**config.mk**
```make
export PLATFORM = sky130hd
export DESIGN_NAME = pip_overlay
export DESIGN_NICKNAME = d
export VERILOG_FILES = /design/src/rtl/pip_pkg.sv /design/src/rtl/pip_cfg_shadow.sv /design/src/rtl/pip_win_hit.sv /design/src/rtl/pip_pixel_sel.sv /design/src/rtl/pip_overlay.sv
export SDC_FILE = /design/constraint.sdc
export NUM_CORES = 1
export LEC_CHECK = 0
export CELL_PAD_IN_SITES_DETAIL_PLACEMENT = 1
export CELL_PAD_IN_SITES_GLOBAL_PLACEMENT = 1
export CORE_MARGIN = 2
export CORE_UTILIZATION = 54
export DETAILED_ROUTE_END_ITERATION = 7
export DONT_BUFFER_PORTS = 1
export PLACE_DENSITY_LB_ADDON = 0.25
export SETUP_SLACK_MARGIN = 0.02
export SLEW_MARGIN = 0
export SYNTH_ARGS = -nofsm -noshare
export SYNTH_HDL_FRONTEND = slang
export SYNTH_SLANG_ARGS = --single-unit
```
**constraint.sdc**
```tcl
create_clock -name clk -period 6.35 [get_ports clk]
set_input_delay 1.27 -clock clk [delete_from_list [all_inputs] [get_ports clk]]
set_output_delay 1.27 -clock clk [all_outputs]
set_load 0.005 [all_outputs]
```
**src/rtl/pip_pkg.sv**
```systemverilog
package pip_pkg;

  localparam int COORD_W     = 10;
  localparam int SZ_W        = 10;
  localparam int BG_FIELD_W  = 4;
  localparam int WIN_FIELD_W = 8;
  localparam int THR_W       = 4;
  localparam int LUMA_W      = 8;
  localparam int CALC_W      = COORD_W + 3;
  localparam int BG_H_STEP   = 4;
  localparam int BG_V_STEP   = 2;
  localparam int WIN_H_STEP  = 4;
  localparam int WIN_V_STEP  = 1;
  localparam int THR_STEP    = 16;
  localparam int NUM_CH      = 2;
  localparam int CH_MAIN     = 0;
  localparam int CH_SUB      = 1;
  localparam logic [LUMA_W-1:0] GRAY_LUMA = LUMA_W'(77);

  typedef enum logic [1:0] {SRC_NONE = 2'd0, SRC_MAIN = 2'd1, SRC_SUB = 2'd2} src_e;

  typedef struct packed {
    logic                   en;
    logic [WIN_FIELD_W-1:0] hoff;
    logic [WIN_FIELD_W-1:0] voff;
    logic [SZ_W-1:0]        width;
    logic [SZ_W-1:0]        height;
  } win_cfg_t;

  typedef struct packed {
    logic                  fill_off;
    logic [THR_W-1:0]      thr;
    logic [BG_FIELD_W-1:0] bg_h;
    logic [BG_FIELD_W-1:0] bg_v;
    win_cfg_t              main_w;
    win_cfg_t              sub_w;
  } pip_cfg_t;

  // Coarse field scaled into the calculation width.
  function automatic logic [CALC_W-1:0] scale_off(input logic [WIN_FIELD_W-1:0] f,
                                                  input int unsigned step);
    return CALC_W'(f) * CALC_W'(step);
  endfunction

  // Window start = base + offset * step.
  function automatic logic [CALC_W-1:0] place(input logic [CALC_W-1:0] base,
                                              input logic [WIN_FIELD_W-1:0] off,
                                              input int unsigned step);
    return base + scale_off(off, step);
  endfunction

  // Half-open interval test [start, start+len).
  function automatic logic span_hit(input logic [COORD_W-1:0] c,
                                    input logic [CALC_W-1:0]  start,
                                    input logic [SZ_W-1:0]    len);
    logic [CALC_W-1:0] cc;
    cc = CALC_W'(c);
    return (cc >= start) && (cc < start + CALC_W'(len));
  endfunction

  // 1 when picture luma reaches the key threshold.
  function automatic logic key_keep(input logic [LUMA_W-1:0] luma,
                                    input logic [THR_W-1:0]  thr);
    return (LUMA_W+1)'(luma) >= ((LUMA_W+1)'(thr) * (LUMA_W+1)'(THR_STEP));
  endfunction

endpackage

```
**src/rtl/pip_cfg_shadow.sv**
```systemverilog
module pip_cfg_shadow
  import pip_pkg::*;
(
  input  logic     clk,
  input  logic     rst_n,
  input  logic     load,
  input  pip_cfg_t cfg_live,
  output pip_cfg_t cfg_q
);

  always_ff @(posedge clk or negedge rst_n) begin
    if (!rst_n) begin
      cfg_q <= '0;
    end else if (load) begin
      cfg_q <= cfg_live;
    end
  end

endmodule

```
**src/rtl/pip_win_hit.sv**
```systemverilog
module pip_win_hit
  import pip_pkg::*;
#(
  parameter int H_STEP = WIN_H_STEP,
  parameter int V_STEP = WIN_V_STEP
) (
  input  logic [COORD_W-1:0] pix_x,
  input  logic [COORD_W-1:0] line_y,
  input  logic [CALC_W-1:0]  base_x,
  input  logic [CALC_W-1:0]  base_y,
  input  win_cfg_t           win,
  output logic               hit
);

  logic [CALC_W-1:0] x0;
  logic [CALC_W-1:0] y0;
  logic              in_x;
  logic              in_y;

  always_comb begin
    x0   = place(base_x, win.hoff, H_STEP);
    y0   = place(base_y, win.voff, V_STEP);
    in_x = span_hit(pix_x, x0, win.width);
    in_y = span_hit(line_y, y0, win.height);
    hit  = in_x && in_y;
  end

endmodule

```
**src/rtl/pip_pixel_sel.sv**
```systemverilog
module pip_pixel_sel
  import pip_pkg::*;
(
  input  logic [NUM_CH-1:0] hit,
  input  logic [NUM_CH-1:0] en,
  input  logic [NUM_CH-1:0] upd,
  input  logic              fill_off,
  input  logic [THR_W-1:0]  thr,
  input  logic [LUMA_W-1:0] pic_luma,
  output src_e              src,
  output logic [LUMA_W-1:0] luma,
  output logic              fb,
  output logic              gray_evt,
  output logic              key_drop
);

  logic sel_sub;
  logic sel_main;
  logic upd_sel;

  always_comb begin
    sel_sub  = hit[CH_SUB] && en[CH_SUB];
    sel_main = hit[CH_MAIN] && en[CH_MAIN] && !sel_sub;
    upd_sel  = sel_sub ? upd[CH_SUB] : upd[CH_MAIN];
    src      = sel_sub ? SRC_SUB : (sel_main ? SRC_MAIN : SRC_NONE);
    luma     = '0;
    fb       = 1'b0;
    gray_evt = 1'b0;
    key_drop = 1'b0;
    if (src != SRC_NONE) begin
      if (!fill_off && !upd_sel) begin
        gray_evt = 1'b1;
        luma     = GRAY_LUMA;
        fb       = 1'b1;
      end else begin
        luma     = pic_luma;
        fb       = key_keep(pic_luma, thr);
        key_drop = !fb;
      end
    end
  end

endmodule

```
**src/rtl/pip_overlay.sv**
```systemverilog
module pip_overlay
  import pip_pkg::*;
(
  input  logic                   clk,
  input  logic                   rst_n,
  input  logic                   field_start,
  input  logic [COORD_W-1:0]     pix_x,
  input  logic [COORD_W-1:0]     line_y,
  input  logic                   main_en,
  input  logic                   sub_en,
  input  logic                   fill_off,
  input  logic [THR_W-1:0]       luma_thr,
  input  logic [BG_FIELD_W-1:0]  bg_hoff,
  input  logic [BG_FIELD_W-1:0]  bg_voff,
  input  logic [WIN_FIELD_W-1:0] main_hoff,
  input  logic [WIN_FIELD_W-1:0] main_voff,
  input  logic [SZ_W-1:0]        main_width,
  input  logic [SZ_W-1:0]        main_height,
  input  logic [WIN_FIELD_W-1:0] sub_hoff,
  input  logic [WIN_FIELD_W-1:0] sub_voff,
  input  logic [SZ_W-1:0]        sub_width,
  input  logic [SZ_W-1:0]        sub_height,
  input  logic                   main_upd,
  input  logic                   sub_upd,
  input  logic [LUMA_W-1:0]      pic_luma,
  output logic [LUMA_W-1:0]      ov_luma,
  output logic                   fast_blank
);

  pip_cfg_t          cfg_live;
  pip_cfg_t          cfg_q;
  win_cfg_t          win_q [NUM_CH];
  logic [CALC_W-1:0] base_x;
  logic [CALC_W-1:0] base_y;
  logic [NUM_CH-1:0] hit;
  logic [NUM_CH-1:0] en_q;
  logic [NUM_CH-1:0] upd_vec;
  src_e              src_c;
  src_e              src_q;
  logic [LUMA_W-1:0] luma_c;
  logic              fb_c;
  logic              gray_evt;
  logic              key_drop;
  logic              sub_live;

  always_comb begin
    cfg_live.fill_off      = fill_off;
    cfg_live.thr           = luma_thr;
    cfg_live.bg_h          = bg_hoff;
    cfg_live.bg_v          = bg_voff;
    cfg_live.main_w.en     = main_en;
    cfg_live.main_w.hoff   = main_hoff;
    cfg_live.main_w.voff   = main_voff;
    cfg_live.main_w.width  = main_width;
    cfg_live.main_w.height = main_height;
    cfg_live.sub_w.en      = sub_en;
    cfg_live.sub_w.hoff    = sub_hoff;
    cfg_live.sub_w.voff    = sub_voff;
    cfg_live.sub_w.width   = sub_width;
    cfg_live.sub_w.height  = sub_height;
  end

  pip_cfg_shadow u_shadow (
    .clk      (clk),
    .rst_n    (rst_n),
    .load     (field_start),
    .cfg_live (cfg_live),
    .cfg_q    (cfg_q)
  );

  always_comb begin
    base_x           = scale_off(WIN_FIELD_W'(cfg_q.bg_h), BG_H_STEP);
    base_y           = scale_off(WIN_FIELD_W'(cfg_q.bg_v), BG_V_STEP);
    win_q[CH_MAIN]   = cfg_q.main_w;
    win_q[CH_SUB]    = cfg_q.sub_w;
    upd_vec[CH_MAIN] = main_upd;
    upd_vec[CH_SUB]  = sub_upd;
  end

  for (genvar ch = 0; ch < NUM_CH; ch++) begin : g_win
    pip_win_hit #(
      .H_STEP (WIN_H_STEP),
      .V_STEP (WIN_V_STEP)
    ) u_hit (
      .pix_x  (pix_x),
      .line_y (line_y),
      .base_x (base_x),
      .base_y (base_y),
      .win    (win_q[ch]),
      .hit    (hit[ch])
    );
    assign en_q[ch] = win_q[ch].en;
  end

  assign sub_live = hit[CH_SUB] && en_q[CH_SUB];

  pip_pixel_sel u_sel (
    .hit      (hit),
    .en       (en_q),
    .upd      (upd_vec),
    .fill_off (cfg_q.fill_off),
    .thr      (cfg_q.thr),
    .pic_luma (pic_luma),
    .src      (src_c),
    .luma     (luma_c),
    .fb       (fb_c),
    .gray_evt (gray_evt),
    .key_drop (key_drop)
  );

  always_ff @(posedge clk or negedge rst_n) begin
    if (!rst_n) begin
      ov_luma    <= '0;
      fast_blank <= 1'b0;
      src_q      <= SRC_NONE;
    end else begin
      ov_luma    <= luma_c;
      fast_blank <= fb_c;
      src_q      <= src_c;
    end
  end

endmodule

```
### Word level (Yosys, flattened, before mapping)

Cells that the tools add are included.

| storage, ports and cells | value |
|---|---|
| logic and storage cells | 54 |
| register bits after elaboration | 96 |

| operators by class | value |
|---|---|
| add/sub/neg operators | 8 |
| reductions and logical operators | 14 |
| muxes and demuxes | 7 |
| magnitude comparators | 9 |

Operator list:

| cell | count |
|---|---|
| 13-bit by 10-bit adder with 13-bit output | 4 |
| 10-bit by 13-bit greater-or-equal comparator with 1-bit output | 4 |
| 10-bit by 13-bit less-than comparator with 1-bit output | 4 |
| 6-bit by 10-bit adder with 11-bit output | 2 |
| 5-bit by 8-bit adder with 9-bit output | 2 |
| 8-bit 2-to-1 mux | 2 |
| 1-bit logical AND | 10 |
| 8-bit greater-or-equal comparator | 1 |
| 1-bit 2-to-1 mux | 4 |
| 1-bit logical NOT | 3 |
| 2-bit 2-to-1 mux | 1 |
| 2-bit nonzero test | 1 |

### Depth between registers and ports, before layout

| depth | value |
|---|---|
| depth after elaboration | 12 |
| gate-level depth with buffers | 20 |
| gate-level depth less buffers | 20 |

### By module

A second synthesis with hierarchy kept.

| unflattened totals | value |
|---|---|
| cells, all modules | 842 |
| area total of the unflattened synthesis | 8674.6 sq um |

By module, submodules not included:

| module | sequential area each (sq um) | area each (sq um) | times used | cells each |
|---|---|---|---|---|
| pip_cfg_shadow | 2177.1 | 3350.7 | 1 | 184 |
| pip_win_hit (g_win[1].u_hit) | 0.0 | 2456.1 | 1 | 314 |
| pip_win_hit (g_win[0].u_hit) | 0.0 | 2393.5 | 1 | 298 |
| pip_pixel_sel | 0.0 | 245.2 | 1 | 36 |
| pip_overlay | 225.2 | 229.0 | 1 | 10 |

### Least setup slack after synthesis

No wires, ideal clock.

| path | value |
|---|---|
| kind | flip-flop to flip-flop |
| start | register u_shadow.cfg_q[78] (netlist name) |
| end | register ov_luma[1] |
| stages on the path, launching flop included | 19 |
| data arrival time | 3.911 ns |
| slack | 2.318 ns |
| library setup time | 0.121 ns |
| cell sequence | dfrtp_1 -> ha_1 -> inv_1 -> fa_1 -> nand2b_1 -> a21oi_1 -> xor2_1 -> ha_1 -> o21ai_0 -> o21bai_1 -> a21oi_2 -> xor2_1 -> ha_1 -> and4_1 -> a221o_1 -> a31oi_1 -> or4_4 -> a311o_1 -> and4b_1 |

| between the ends | value |
|---|---|
| word-level cells in the longest chain between the ends | 12 |
| elaborated cells between the ends (all ways) | 24 |

Ends and longest elaborated chain:

| what | line | text |
|---|---|---|
| 6-bit by 10-bit adder with 11-bit output | pip_pkg.sv:49 | `return base + scale_off(off, step);` |
| 13-bit by 10-bit adder with 13-bit output | pip_pkg.sv:58 | `return (cc >= start) && (cc < start + CALC_W'(len));` |
| 10-bit by 13-bit less-than comparator with 1-bit output | pip_pkg.sv:58 |  |
| 1-bit logical AND | pip_pkg.sv:58 |  |
| 1-bit logical AND | pip_win_hit.sv:25 | `hit = in_x && in_y;` |
| 1-bit logical AND | pip_pixel_sel.sv:22 | `sel_sub = hit[CH_SUB] && en[CH_SUB];` |
| 1-bit logical NOT | pip_pixel_sel.sv:23 | `sel_main = hit[CH_MAIN] && en[CH_MAIN] && !sel_sub;` |
| 1-bit logical AND | pip_pixel_sel.sv:23 |  |
| 1-bit 2-to-1 mux | pip_pixel_sel.sv:25 | `src = sel_sub ? SRC_SUB : (sel_main ? SRC_MAIN : SRC_NONE);` |
| 2-bit 2-to-1 mux | pip_pixel_sel.sv:25 |  |
| 2-bit nonzero test | pip_pixel_sel.sv:30 | `if (src != SRC_NONE) begin` |
| 8-bit 2-to-1 mux (*) | pip_pixel_sel.sv:30 |  |
| net luma_c[1] | pip_overlay.sv:40 | `logic [LUMA_W-1:0] luma_c;` |
| end signal, assigned | pip_overlay.sv:117 | `ov_luma <= luma_c;` |
| end, declared | pip_overlay.sv:26 | `output logic [LUMA_W-1:0] ov_luma,` |

The timed path passes the listed nets; every way through them passes the cells marked *.
A chain may end at the register's enable or synchronous reset.

### Worst setup path after layout

| path | value |
|---|---|
| start | register u_shadow.cfg_q[78] (netlist name) |
| end | register ov_luma[1] |

| between the ends | value |
|---|---|
| word-level cells in the longest chain between the ends | 12 |
| elaborated cells between the ends (all ways) | 24 |

Ends and longest elaborated chain:

| what | line |
|---|---|
| 6-bit by 10-bit adder with 11-bit output | pip_pkg.sv:49 |
| 13-bit by 10-bit adder with 13-bit output | pip_pkg.sv:58 |
| 10-bit by 13-bit less-than comparator with 1-bit output | pip_pkg.sv:58 |
| 1-bit logical AND | pip_pkg.sv:58 |
| 1-bit logical AND | pip_win_hit.sv:25 |
| 1-bit logical AND | pip_pixel_sel.sv:22 |
| 1-bit logical NOT | pip_pixel_sel.sv:23 |
| 1-bit logical AND | pip_pixel_sel.sv:23 |
| 1-bit 2-to-1 mux | pip_pixel_sel.sv:25 |
| 2-bit 2-to-1 mux | pip_pixel_sel.sv:25 |
| 2-bit nonzero test | pip_pixel_sel.sv:30 |
| 8-bit 2-to-1 mux (*) | pip_pixel_sel.sv:30 |
| net luma_c[1] | pip_overlay.sv:40 |

Marked as above.

==> results.txt <==
* Met1 Routed Length: 6.86 mm
* Combinational share of power: 46.5%
* Tightest Hold Check Type: reg -> reg
- Detailed-router iteration count before antenna repair: 4
- The tree built by TritonCTS fans out to 96 sinks.
- For the worst setup path, the data required time is about 6600 ps.
- Slew Limit Headroom: 56.1%
- The final hold violation count was 0.
- Synthesis produced 715 cells.
- Count of distinct cell types in the synthesized netlist: 50
* Clock Skews: ~6.4 ps
- Clock-pin slew was measured on the worst setup and hold paths at 70 ps.
- DRC viols: 0
- Buffers added to address setup during post-CTS repair amount to 0.
- Dividing the detail-routed wire length by the instance count gives 20.9 um.
- Final instance count without filler cells: 896
- Fillcell total: about 1,500
- Number of placement rows: 42
- In this run, CTS created clock tree buffers numbering 9.
- Highest attainable clock frequency: 218 MHz
- Clock tree buffer depth: 2
- Mean cell area of the mapped netlist: ~10 um^2
* Most frequent standard cell in the layout excluding fill and tap cells: sky130_fd_sc_hd__ha_1
* Most frequent cells in the layout: sky130_fd_sc_hd__ha_1 (124), sky130_fd_sc_hd__dfrtp_1 (96), sky130_fd_sc_hd__mux2_2 (73)
- In this run, synthesis produced a sequential element count of 96.
* IR Drop Worst-Case VDD: 0.186 mV
- Result of the run: finished clean
* Maximum number of pins on one net before global-route repair: roughly 100
- Sequential Power Share: 29.3%
* Post-layout power: roughly 0.0025 W
- The number of nets handed over by synthesis was approximately 970.
* Placed Cells incl. Taps: 880
- Switching power total: 0.000939 W
- The analysis attributes to cell leakage a power of around 3.7 nW.
- The number of pins exceeding their max-slew limit in the final report was 0.
* Port Buf Inserts: 0
* HPWL reported at the end of detailed placement: between 10 and 15 mm
- For this design the top-level I/O count stands at 129.
- DRT iter0 DRCs: ~160
- Cell chosen for the clock root: sky130_fd_sc_hd__clkbuf_16
- After layout, the minimum clock period comes to 4590 ps.
- Sequential elements use 32.8% of the synthesized area.
- Along the worst hold path, the cell count comes to 1.
* Total of max-cap violations: 0
- In this run the critical register-to-register path is captured at ov_luma[1].
* Hold buffers post-CTS: 0
- Final Net Count: 967
* Critical path peak fanout: 9
- Clock latency of the later-clocked register in the worst-skew pair: 360 ps
- Last weighted congestion value of the routability-driven placer: 0.853
* Synth Flop Type: sky130_fd_sc_hd__dfrtp_1
* Die Span X: 120 um
- Core region area: 13,200 um^2
* Overall track demand over capacity in global routing: 27.2%
* Die Span Y: ~120 um
* Via density per instance: 6.06
- Cell-internal power: 0.00156 W
* Startpoint Class: flop
* Worst hold endpoint: u_shadow.cfg_q[36]
- Synthesized area: 7330 um^2
- Number of resized instances in the post-cts repair step: 0
- Async set-or-reset flop fraction in the synthesized netlist: 100%
* CTS tree: yes
- FF-to-FF Start: u_shadow.cfg_q[78]
- Dividing total power by cell area gives a power density of 319 nW/um^2.
- Once detail routing completed, the nets flagged for antenna violations numbered 0.
- The die covers ~15,000 um^2.
* Aggregate routed wire length: around 19 mm
* CP Class: reg -> reg
- Length of routed met2 wiring: about 10 mm
- Initial standard-cell utilization of the core: 55.3%
- Worst reg-to-reg setup slack: 1760 ps
* Setup tns final: 0 ps
* Overflow left after global routing: 0
- The worst hold path begins at u_shadow.cfg_q[36].
- Synth warnings: 0
- Relative area change from synthesis to final layout: 6.88%
- The number of antenna violations at the first check in global routing came to 1.
- Arrival @ worst endpoint: 4840 ps
- The first global-routing pass estimated about 30 mm of wire.
- Yosys mapped a number of flops with a built-in enable equal to 0.
- The worst setup path is captured at a flop.
- Proportion of layout cells with a drive suffix above 1: between 10% and 20%
* Fraction of power spent switching nets: 37.6%
- For the pin with the worst max-slew slack, the measured transition is approximately 640 ps.
- Unrepaired setup endpoints after global routing: false
- Number of global-route vias before repair: approximately 6,200
- The H-tree was split into 3 levels.
- Met3 wire len: about 940 um
- Clock Power Share: 24.3%
* Top Layer Used: met4
* FF-to-FF path depth: 18
* Vias after detailed routing: 5,427
- Period utilization: 72.3%
- Setup violations remaining at the end of the flow were counted as 0.
logic make-up after synthesis:
family / count (synthesis) / synth area share, %
flip-flops: 96 / 32.8
AO/OA/AOI/OAI: 170 / 14.5
buffers and inverters: 78 / 4.00
AND/OR/NAND/NOR: 121 / 8.72
multiplexers: 74 / 11.4
adder cells (fa/ha/maj): 132 / 23.4
XOR/XNOR: 44 / 5.26
worst max path at each step:
stage / startpoint / to / slack (ps) / cells past startpoint
after floorplan: u_shadow.cfg_q[78] / ov_luma[1] / 2320 / 18
after global placement: u_shadow.cfg_q[78] / ov_luma[1] / 1940 / 18
after detailed placement: u_shadow.cfg_q[78] / ov_luma[1] / 1730 / 18
after CTS: u_shadow.cfg_q[78] / ov_luma[1] / 1740 / 18
after global routing: u_shadow.cfg_q[74] / ov_luma[1] / 1260 / 20
final: u_shadow.cfg_q[78] / ov_luma[1] / 1760 / 18
registers in the layout, summed over array words and instances (netlist names):
register / flops
fast_blank: 1
ov_luma: 8
u_shadow.cfg_q: 87
synth_stat cells (6+ instances only):
cell	number	share of area, %
sky130_fd_sc_hd__xor2_1	20	2.4
sky130_fd_sc_hd__o21ai_0	54	3.7
sky130_fd_sc_hd__ha_1	124	21
sky130_fd_sc_hd__nor2b_1	10	0.85
sky130_fd_sc_hd__a21oi_1	45	3.1
sky130_fd_sc_hd__nor2_1	22	1.1
sky130_fd_sc_hd__fa_1	8	2.2
sky130_fd_sc_hd__xnor2_1	24	2.9
sky130_fd_sc_hd__clkbuf_1	11	0.56
sky130_fd_sc_hd__mux2_2	73	11
sky130_fd_sc_hd__nand3_1	10	0.68
sky130_fd_sc_hd__nand2b_1	13	1.1
sky130_fd_sc_hd__a31oi_1	10	0.85
sky130_fd_sc_hd__dfrtp_1	96	33
sky130_fd_sc_hd__nand2_1	33	1.7
sky130_fd_sc_hd__inv_1	67	3.4
sky130_fd_sc_hd__nor3_1	6	0.41
sky130_fd_sc_hd__a21o_1	17	1.7
sky130_fd_sc_hd__and3_1	6	0.51
per-layer routing:
layer	vias to the layer above	GRT usage (%)
met5	-	0
met2	108	52.3
met4	0	11.5
met3	42	7.69
li1	2582	-
met1	2695	26.9
cell type report:
cell class / count / area, um^2 / area share [%]
Antenna cell: 1 / 2.50 / 0.0319
Clock buffer: 9 / 225 / 2.88
Clock inverter: 6 / 97.6 / 1.25
Inverter: 67 / 251 / 3.21
Multi-Input combinational cell: 541 / 4630 / 59.2
Sequential cell: 96 / 2400 / 30.7
Tap cell: 176 / 220 / 2.81
power by group through the flow:
stage	Combinational [W]	Clock [W]	Sequential, W
floorplan	0.000877	0	0.000721
global placement	0.00104	0	0.000739
detailed placement	0.00114	0	0.000743
CTS	0.00117	0.000618	0.000731
global route	0.00131	0.000639	0.000738
finish	0.00116	0.000605	0.000730
critical path, cell delays in order, from the launching register on:
cell and delay, ps:
sky130_fd_sc_hd__dfrtp_1 390, sky130_fd_sc_hd__ha_1 190, sky130_fd_sc_hd__inv_1 50, sky130_fd_sc_hd__fa_1 390, sky130_fd_sc_hd__nand2b_1 160, sky130_fd_sc_hd__a21oi_1 280
sky130_fd_sc_hd__xor2_1 240, sky130_fd_sc_hd__ha_1 300, sky130_fd_sc_hd__o21ai_0 110, sky130_fd_sc_hd__o21bai_1 110, sky130_fd_sc_hd__a21oi_2 200, sky130_fd_sc_hd__xor2_1 100
sky130_fd_sc_hd__ha_1 300, sky130_fd_sc_hd__and4_1 200, sky130_fd_sc_hd__a221o_1 160, sky130_fd_sc_hd__a31oi_1 40, sky130_fd_sc_hd__or4_4 570, sky130_fd_sc_hd__a32oi_2 440
sky130_fd_sc_hd__and4b_1 260
through the flow:
step	hold slack (ps)	setup WS [ps]	util (%)	area (um^2)
after floorplan	474	2320	-	7330
after global placement	485	1940	56.7	7510
after detailed placement	496	1730	56.7	7510
after CTS	513	1740	59.1	7830
after global routing	525	1260	59.1	7830
final	512	1760	59.1	7830
(Power assumes the default switching activity.)
